$ cat config.mk
export PLATFORM = sky130hd
export DESIGN_NAME = pwse_expander
export DESIGN_NICKNAME = d
export VERILOG_FILES = /design/src/rtl/pwse_pkg.sv /design/src/rtl/pwse_sync.sv /design/src/rtl/pwse_lowtimer.sv /design/src/rtl/pwse_framer.sv /design/src/rtl/pwse_shiftlatch.sv /design/src/rtl/pwse_expander.sv
export SDC_FILE = /design/constraint.sdc
export NUM_CORES = 1
export LEC_CHECK = 0
export ABC_AREA = 1
export BUFFER_PORTS_ARGS = -buffer_cell sky130_fd_sc_hd__clkbuf_2
export CAP_MARGIN = 30
export CORE_MARGIN = 3
export CORE_UTILIZATION = 46
export DETAILED_ROUTE_END_ITERATION = 8
export GPL_ROUTABILITY_DRIVEN = 0
export PLACE_DENSITY = 0.69
export SYNTH_ARGS = -nofsm -noshare
export SYNTH_HDL_FRONTEND = slang
export SYNTH_SLANG_ARGS = --single-unit
$ cat constraint.sdc
create_clock -name clk -period 1.2 [get_ports clk]
set_clock_uncertainty 0.1 [all_clocks]
set_input_delay 0.3 -clock clk [delete_from_list [all_inputs] [get_ports clk]]
set_output_delay 0.3 -clock clk [all_outputs]
set_load 0.01 [all_outputs]
$ cat src/rtl/pwse_pkg.sv
package pwse_pkg;
  // Outcome of one completed low interval
  typedef enum logic [1:0] {
    DEC_IGNORE = 2'd0,
    DEC_ZERO   = 2'd1,
    DEC_ONE    = 2'd2
  } dec_e;

  localparam int DEF_NOUT        = 8;
  localparam int DEF_CW          = 8;
  localparam int DEF_SYNC_STAGES = 2;
endpackage

$ cat src/rtl/pwse_sync.sv
module pwse_sync #(
  parameter int STAGES = 2
) (
  input  logic clk,
  input  logic rst_n,
  input  logic line_i,
  output logic line_s_o,
  output logic fall_o,
  output logic rise_o
);
  logic [STAGES:0] chain;
  logic            prev_q;

  assign chain[0] = line_i;

  for (genvar g = 0; g < STAGES; g++) begin : g_stage
    always_ff @(posedge clk or negedge rst_n) begin
      if (!rst_n) chain[g+1] <= 1'b1;
      else        chain[g+1] <= chain[g];
    end
  end

  always_ff @(posedge clk or negedge rst_n) begin
    if (!rst_n) prev_q <= 1'b1;
    else        prev_q <= chain[STAGES];
  end

  assign line_s_o = chain[STAGES];
  assign fall_o   = prev_q & ~chain[STAGES];
  assign rise_o   = ~prev_q & chain[STAGES];
endmodule

$ cat src/rtl/pwse_lowtimer.sv
module pwse_lowtimer
  import pwse_pkg::*;
#(
  parameter int CW = 8
) (
  input  logic          clk,
  input  logic          rst_n,
  input  logic          line_s,
  input  logic          fall,
  input  logic          rise,
  input  logic [CW-1:0] glitch_i,
  input  logic [CW-1:0] thresh_i,
  output logic          dec_valid_o,
  output logic          dec_bit_o,
  output logic [CW-1:0] low_len_o
);
  localparam logic [CW-1:0] CNT_MAX = '1;
  localparam logic [CW-1:0] CNT_ONE = CW'(1);

  logic [CW-1:0] cnt_q, cnt_d;
  logic          cnt_en;
  dec_e          dec;

  // Count only while the line is low; restart at each falling edge
  always_comb begin
    cnt_en = ~line_s;
    if (fall)                 cnt_d = CNT_ONE;
    else if (cnt_q == CNT_MAX) cnt_d = cnt_q;
    else                      cnt_d = cnt_q + CNT_ONE;
  end

  always_ff @(posedge clk or negedge rst_n) begin
    if (!rst_n)      cnt_q <= '0;
    else if (cnt_en) cnt_q <= cnt_d;
  end

  // Decide the bit in the cycle the line is first seen high again
  always_comb begin
    dec = DEC_IGNORE;
    if (rise) begin
      if (cnt_q < glitch_i)      dec = DEC_IGNORE;
      else if (cnt_q > thresh_i) dec = DEC_ZERO;
      else                       dec = DEC_ONE;
    end
  end

  assign dec_valid_o = (dec != DEC_IGNORE);
  assign dec_bit_o   = (dec == DEC_ONE);
  assign low_len_o   = cnt_q;
endmodule

$ cat src/rtl/pwse_framer.sv
module pwse_framer #(
  parameter int CW = 8
) (
  input  logic          clk,
  input  logic          rst_n,
  input  logic          line_s,
  input  logic          rise,
  input  logic          shift_v,
  input  logic [CW-1:0] idle_i,
  output logic          latch_o
);
  localparam logic [CW-1:0] CNT_MAX = '1;
  localparam logic [CW-1:0] CNT_ONE = CW'(1);

  logic [CW-1:0] hcnt_q, hcnt_d;
  logic          pend_q, pend_d;
  logic          latch;

  always_comb begin
    if (!line_s)               hcnt_d = '0;
    else if (rise)             hcnt_d = CNT_ONE;
    else if (hcnt_q == CNT_MAX) hcnt_d = hcnt_q;
    else                       hcnt_d = hcnt_q + CNT_ONE;
  end

  // Close the frame once the high time reaches the idle limit with a bit pending
  always_comb begin
    latch  = line_s & pend_q & (hcnt_q != '0) & (hcnt_q >= idle_i);
    pend_d = pend_q;
    if (latch)   pend_d = 1'b0;
    if (shift_v) pend_d = 1'b1;
  end

  always_ff @(posedge clk or negedge rst_n) begin
    if (!rst_n) begin
      hcnt_q <= '0;
      pend_q <= 1'b0;
    end else begin
      hcnt_q <= hcnt_d;
      pend_q <= pend_d;
    end
  end

  assign latch_o = latch;
endmodule

$ cat src/rtl/pwse_shiftlatch.sv
module pwse_shiftlatch #(
  parameter int NOUT = 8
) (
  input  logic            clk,
  input  logic            rst_n,
  input  logic            shift_v,
  input  logic            bit_i,
  input  logic            latch_i,
  output logic [NOUT-1:0] par_o,
  output logic            strobe_o
);
  logic [NOUT-1:0] sreg_q, sreg_d;
  logic [NOUT-1:0] out_q;
  logic            strobe_q;

  always_comb begin
    sreg_d = {sreg_q[NOUT-2:0], bit_i};
  end

  always_ff @(posedge clk or negedge rst_n) begin
    if (!rst_n)       sreg_q <= '0;
    else if (shift_v) sreg_q <= sreg_d;
  end

  always_ff @(posedge clk or negedge rst_n) begin
    if (!rst_n)       out_q <= '0;
    else if (latch_i) out_q <= sreg_q;
  end

  always_ff @(posedge clk or negedge rst_n) begin
    if (!rst_n) strobe_q <= 1'b0;
    else        strobe_q <= latch_i;
  end

  assign par_o    = out_q;
  assign strobe_o = strobe_q;
endmodule

$ cat src/rtl/pwse_expander.sv
module pwse_expander
  import pwse_pkg::*;
#(
  parameter int NOUT        = DEF_NOUT,
  parameter int CW          = DEF_CW,
  parameter int SYNC_STAGES = DEF_SYNC_STAGES
) (
  input  logic            clk,
  input  logic            rst_n,
  input  logic            line_i,
  input  logic [CW-1:0]   glitch_i,
  input  logic [CW-1:0]   thresh_i,
  input  logic [CW-1:0]   idle_i,
  output logic [NOUT-1:0] par_o,
  output logic            strobe_o
);
  logic [1:0]    rst_pipe;
  logic          rst_int_n;
  logic          line_s, fall, rise;
  logic          shift_v, dec_bit, latch;
  logic [CW-1:0] low_len;

  // Asynchronous assertion, synchronous release
  always_ff @(posedge clk or negedge rst_n) begin
    if (!rst_n) rst_pipe <= 2'b00;
    else        rst_pipe <= {rst_pipe[0], 1'b1};
  end
  assign rst_int_n = rst_pipe[1];

  pwse_sync #(.STAGES(SYNC_STAGES)) u_sync (
    .clk      (clk),
    .rst_n    (rst_int_n),
    .line_i   (line_i),
    .line_s_o (line_s),
    .fall_o   (fall),
    .rise_o   (rise)
  );

  pwse_lowtimer #(.CW(CW)) u_low (
    .clk         (clk),
    .rst_n       (rst_int_n),
    .line_s      (line_s),
    .fall        (fall),
    .rise        (rise),
    .glitch_i    (glitch_i),
    .thresh_i    (thresh_i),
    .dec_valid_o (shift_v),
    .dec_bit_o   (dec_bit),
    .low_len_o   (low_len)
  );

  pwse_framer #(.CW(CW)) u_frame (
    .clk     (clk),
    .rst_n   (rst_int_n),
    .line_s  (line_s),
    .rise    (rise),
    .shift_v (shift_v),
    .idle_i  (idle_i),
    .latch_o (latch)
  );

  pwse_shiftlatch #(.NOUT(NOUT)) u_shl (
    .clk      (clk),
    .rst_n    (rst_int_n),
    .shift_v  (shift_v),
    .bit_i    (dec_bit),
    .latch_i  (latch),
    .par_o    (par_o),
    .strobe_o (strobe_o)
  );
endmodule

* After elaboration in Yosys (flattened, before gate mapping)
Cells that the tools add are included.
** Operators by class
- Add/subtract/negate cells :: 2
- Multipliers :: 0
- Divide/modulo/power cells :: 0
- Magnitude comparators :: 3
- Equal/unequal tests :: 5
- Shift operators :: 0
- Mux-type cells :: 10
- Bitwise operators :: 7
- Reductions and logical operators :: 4
** Operators by type and width (number)
- $mux W8 :: 5
- $add A8 B1 Y8 const B :: 2
- $eq A8 B8 Y1 const B :: 2
- $ge A8 B8 Y1 :: 1
- $gt A8 B8 Y1 :: 1
- $lt A8 B8 Y1 :: 1
- $reduce_bool A8 Y1 :: 1
- $mux W2 :: 3
- $and A1 B1 Y1 :: 5
- $reduce_bool A2 Y1 :: 2
- $ne A3 B3 Y1 const B :: 1
- $eq A2 B2 Y1 const B :: 1
- $mux W1 :: 2
- $ne A2 B2 Y1 const B :: 1
- $not A1 Y1 :: 2
- $reduce_and A2 Y1 :: 1
** Storage, ports and cells
- Flip-flop bits (word level) :: 39
- Bits in latches :: 0
- RAM bits :: 0
- Bits in read-only memories :: 0
- Input bits :: 27
- Output and inout port bits :: 9
- Memories kept :: 0

* Logic depth before layout (Yosys ltp)
- Depth in word-level cells :: 6
- Gate-level depth with buffers :: 12

* By module
From an unflattened synthesis, not the netlist that was laid out.
** Second synthesis, totals
- Cells, all modules :: 311
- Area total of the unflattened synthesis :: 2374.8 um^2
** Modules (own cells, without submodules)
- pwse_lowtimer :: times used 1, cells each 135, area an instance 875.8 um^2
- pwse_framer :: times used 1, cells each 97, area an instance 715.7 um^2
- pwse_shiftlatch :: times used 1, cells each 69, area an instance 635.6 um^2
- pwse_sync :: times used 1, cells each 7, area an instance 93.8 um^2
- pwse_expander :: times used 1, cells each 3, area an instance 53.8 um^2

* Least setup slack after synthesis
No wires, ideal clock.
- Path kind :: register to register
- Start point :: register u_frame.hcnt_q[7]
- End point :: register u_shl.out_q[0] (netlist: u_shl.par_o[0])
- Setup time :: 0.117 ns
- Data arrival time :: 1.371 ns
- Data required time :: 0.983 ns
- Path slack :: -0.388 ns
- Cell stages (with the launch flop) :: 9
- Period minus slack after synthesis :: 1.588 ns
- Cell sequence :: dfrtp_1 ha_1 nand2_1 nor2_1 nand4_1 nand3_2 nand2_4 nand2_1 nand2_1
** On the way
- Word-level cells in the longest chain between the ends :: 3
** Ends and longest elaborated chain
- start, declared :: RTL line pwse_framer.sv:15 : logic [CW-1:0] hcnt_q, hcnt_d;
- start signal, assigned :: RTL line pwse_framer.sv:39 : hcnt_q <= hcnt_d;
- branches (longest 2 deep; another with $ge A8 B8 Y1)
- $and A1 B1 Y1 (*) :: RTL line pwse_framer.sv:28 : latch = line_s & pend_q & (hcnt_q != '0) & (hcnt_q >= idle_i);
- end signal, assigned :: RTL line pwse_shiftlatch.sv:27 : else if (latch_i) out_q <= sreg_q;
- end, declared :: RTL line pwse_shiftlatch.sv:13 : logic [NOUT-1:0] out_q;
Mark *: on every way between the ends.
A chain may end at the register's enable or synchronous reset.

* Worst setup path in the final report
- Start point :: register u_frame.hcnt_q[6]
- End point :: register u_shl.out_q[5] (netlist: u_shl.par_o[5])
Same word-level chain as after synthesis.

==> summary.txt <==
Floorplanning
  • Row cnt: 25
  • Num ports: 36
  • Core box area: 0.00485 mm²
  • Die width: 77.8 µm
  • Initial Util: between 40% and 50%
  • Die area: around 0.0060 mm²
  • DIE HEIGHT: 77.8 µm

Detailed routing
  • First-pass DRT Iterations: 4
  • Post-route ant nets: 0
  • Residual DRC count: 0
  • Post-DR vias/cell: 5.15
  • WL final: 7.24 mm
  • Vias: 2440
  • Mean routed wirelength per cell: 15.3 µm
  • Initial drt markers: 164

STA
  • Final hold viol count: 0
  • Period utilization: 142%
  • Final Slew Violations: 0
  • Final setup violation count: 41
  • Setup ws final: -0.502 ns
  • Final min period: 1.70 ns
  • Unrepaired setup endpoints after global routing: true
  • Fmax: roughly 590 MHz

Logic synthesis
  • FF+latch count, synth: 39
  • FFs w/ async S/R, synth: 100%
  • Main flop type after synthesis: dfrtp_1
  • Ys Warns: 0
  • Syn_area_per_cell: approximately 8 µm²
  • Syn Nets: 349
  • Post-Syn Area: 0.00237 mm²
  • Seq/Total Area, Yosys: between 40% and 50%
  • Ranking of synthesized cells by area: dfrtp_1 (38%), nand2_1 (14%), ha_1 (14%)
  • Yosys top cell area share: 38.0%
  • Leading area contributor after synthesis: dfrtp_1
  • EDFF count, synth: 0
  • Distinct cell type count after synthesis: 32
  • Post-synthesis cell count: ~300

Pwr
  • Sequential power share: a little under two fifths
  • Combinational Power Share: between 20% and 30%
  • Sw Pwr: 1.24 mW
  • PwrDens: 1040 mW/mm²
  • Internal power: 2.82 mW
  • Worst vdd ir: 0.816 mV
  • Sw Ratio: 30.5%
  • Final total power: between 4 and 5 mW
  • Leakage Power: just over 2 nW
  • Clock network power share: 32.9%

Final layout
  • Fin nets: 459
  • Final instance area: 0.00390 mm²
  • Commonest non-fill, non-tap cells in the layout: nand2_1 (58), buf_4 (45), inv_1 (36)
  • Layout cells sized above 1: 54.5%
  • Fillers: between 200 and 300
  • Diodes inserted: 0
  • Area growth, synth to finish: 64.7%
  • Multi-input gate area: 0.00179 mm²
  • Most common cell after layout, fill and taps aside: nand2_1
  • Reg area: 981 µm²

Run status
  • Failing checks: setup timing
  • Status: finished with violations

Global route
  • Largest net degree at the start of global routing: 21
  • Number of global-route vias before repair: 2249
  • Initial antenna violation count: 0
  • Gr ovfl total: 0
  • Tot GR Track Use: 20.8%
  • First-pass GRT wire length: 10.1 mm

Critical path
  • Crit end category: flip-flop
  • Critical Path Max Stage Delay: 0.42 ns
  • Maximum fanout along the worst path: 5
  • Critical path class: reg -> reg
  • Req. time, crit path: 1.33 ns
  • FF-to-FF path depth: 8
  • Crit-path slowest cell: dfrtp_1
  • Critical Path AT: 1.83 ns
  • Setup crit start kind: flip-flop
  • Ordered cell list for the critical path: ha_4 -> nand2_4 -> nor2_4 -> nand4_1 -> buf_4 -> nand3_4 -> nand3_2 -> nand2_1

Flow run
  • Max-Cap Viols: 0

Place
  • Pre-CTS WS: -0.526 ns
  • Port Buffers: 35
  • Area after DPL: 0.00293 mm²
  • Post-DP HPWL: 3.85 mm

CTS
  • Clk root buf: clkbuf_8
  • H-tree lvl count: 2
  • CTS tree: built
  • Worst-case clock buffer depth: 2
  • Worst-path clk slew: around 0.090 ns
  • Clock Sinks: 39
  • Skew-Pair Late Insertion Delay: 0.29 ns
  • Inserted Clock Buffers: 5

Hold path
  • Hold crit path type: reg -> async
[sequential cells by signal, summed over array words and instances, names as in the netlist]
register and flops:
rst_pipe 2, u_frame.hcnt_q 8, u_frame.pend_q 1, u_low.low_len_o 8, u_shl.par_o 8, u_shl.sreg_q 8, u_shl.strobe_o 1, u_sync.chain 1
u_sync.line_s_o 1, u_sync.prev_q 1
[layout make-up]
class	count	area share [%]
sequential	39	25.1
inverter	43	4.23
clock inverter	2	1.54
timing repair buffer	99	19.2
multi-input combinational	218	45.8
clock buffer	6	1.86
tap	67	2.15
[cell usage after synthesis (3+ instances only)]
master / instances
a21oi_1: 13
ha_1: 26
nand2_2: 7
dfrtp_1: 36
nand2_1: 90
dfstp_2: 3
o21ai_1: 4
nor2_1: 12
nand3_1: 26
nand4_1: 3
o21ai_0: 9
inv_1: 41
[per-stage QoR]
step | TNS (ns) | util, % | hold slack [ns] | instances
finish | -13.85 | 80.5 | 0.0395 | 474
global route | -16.12 | 80.5 | 0.0513 | 474
CTS | -11.68 | 72.0 | 0.0414 | 464
detailed placement | -13.85 | 60.3 | -0.00886 | 435
global placement | -12.57 | 60.3 | -0.0152 | 435
floorplan | -8.75 | - | -0.0956 | 296
[power groups by stage]
stage | logic [mW] | clock network, mW | registers [mW]
global route | 1.33 | 1.41 | 1.53
finish | 1.21 | 1.34 | 1.52
detailed placement | 0.773 | 0 | 1.52
global placement | 0.733 | 0 | 1.52
CTS | 0.928 | 1.31 | 1.50
floorplan | 0.425 | 0 | 1.54
[critical path, delay by kind of cell, from the launching register on]
kind,cells,cell delay [ns]
and+or+nand+nor,6,0.61
adders and majority gates,1,0.29
DFF,1,0.42
buffers and inverters,1,0.20
[final timing paths]
| kind | startpoint | end | slack [ns] |
|---|---|---|---|
| worst max-delay path | u_frame.hcnt_q[6]$_DFFE_PN0P_ | u_shl.par_o[5]$_DFFE_PN0P_ | -0.50 |
| worst min-delay path | rst_pipe[1]$_DFF_PN0_ | u_shl.sreg_q[0]$_DFFE_PN0P_ | 0.04 |
| worst max register to register | u_frame.hcnt_q[6]$_DFFE_PN0P_ | u_shl.par_o[5]$_DFFE_PN0P_ | -0.50 |
| worst min register to register | rst_pipe[1]$_DFF_PN0_ | u_shl.sreg_q[0]$_DFFE_PN0P_ | 0.04 |
| max in group asynchronous | rst_pipe[1]$_DFF_PN0_ | u_frame.hcnt_q[0]$_DFFE_PN0P_ | 0.53 |
| min in group clk | u_sync.chain[1]$_DFF_PN1_ | u_sync.line_s_o$_DFF_PN1_ | 0.26 |
[repair_timing]
action | CTS | global route
pin swaps | 29 | 42
buffers inserted | 14 | 11
resized for setup | 62 | 69
endpoints found under the setup margin | 38 | 43
hold endpoints to repair | 3 | 0
cloned | 5 | 0
hold buffers | 2 | 0
[cell families after synthesis]
logic type / after synthesis / synth area share (%)
AO/OA/AOI/OAI: 33 / 8.03
other: 1 / 0.158
flip-flops: 39 / 41.4
adder cells (fa/ha/maj): 26 / 13.7
buffers and inverters: 44 / 7.29
XOR/XNOR: 2 / 0.740
AND/OR/NAND/NOR: 151 / 28.7
[layer usage]
layer	part of all wire, %	GRT usage [%]
met1	41	26.2
met4	1.8	6.41
met2	54	36.4
met3	3.2	3.48
met5	0	0
(Power assumes the default switching activity.)
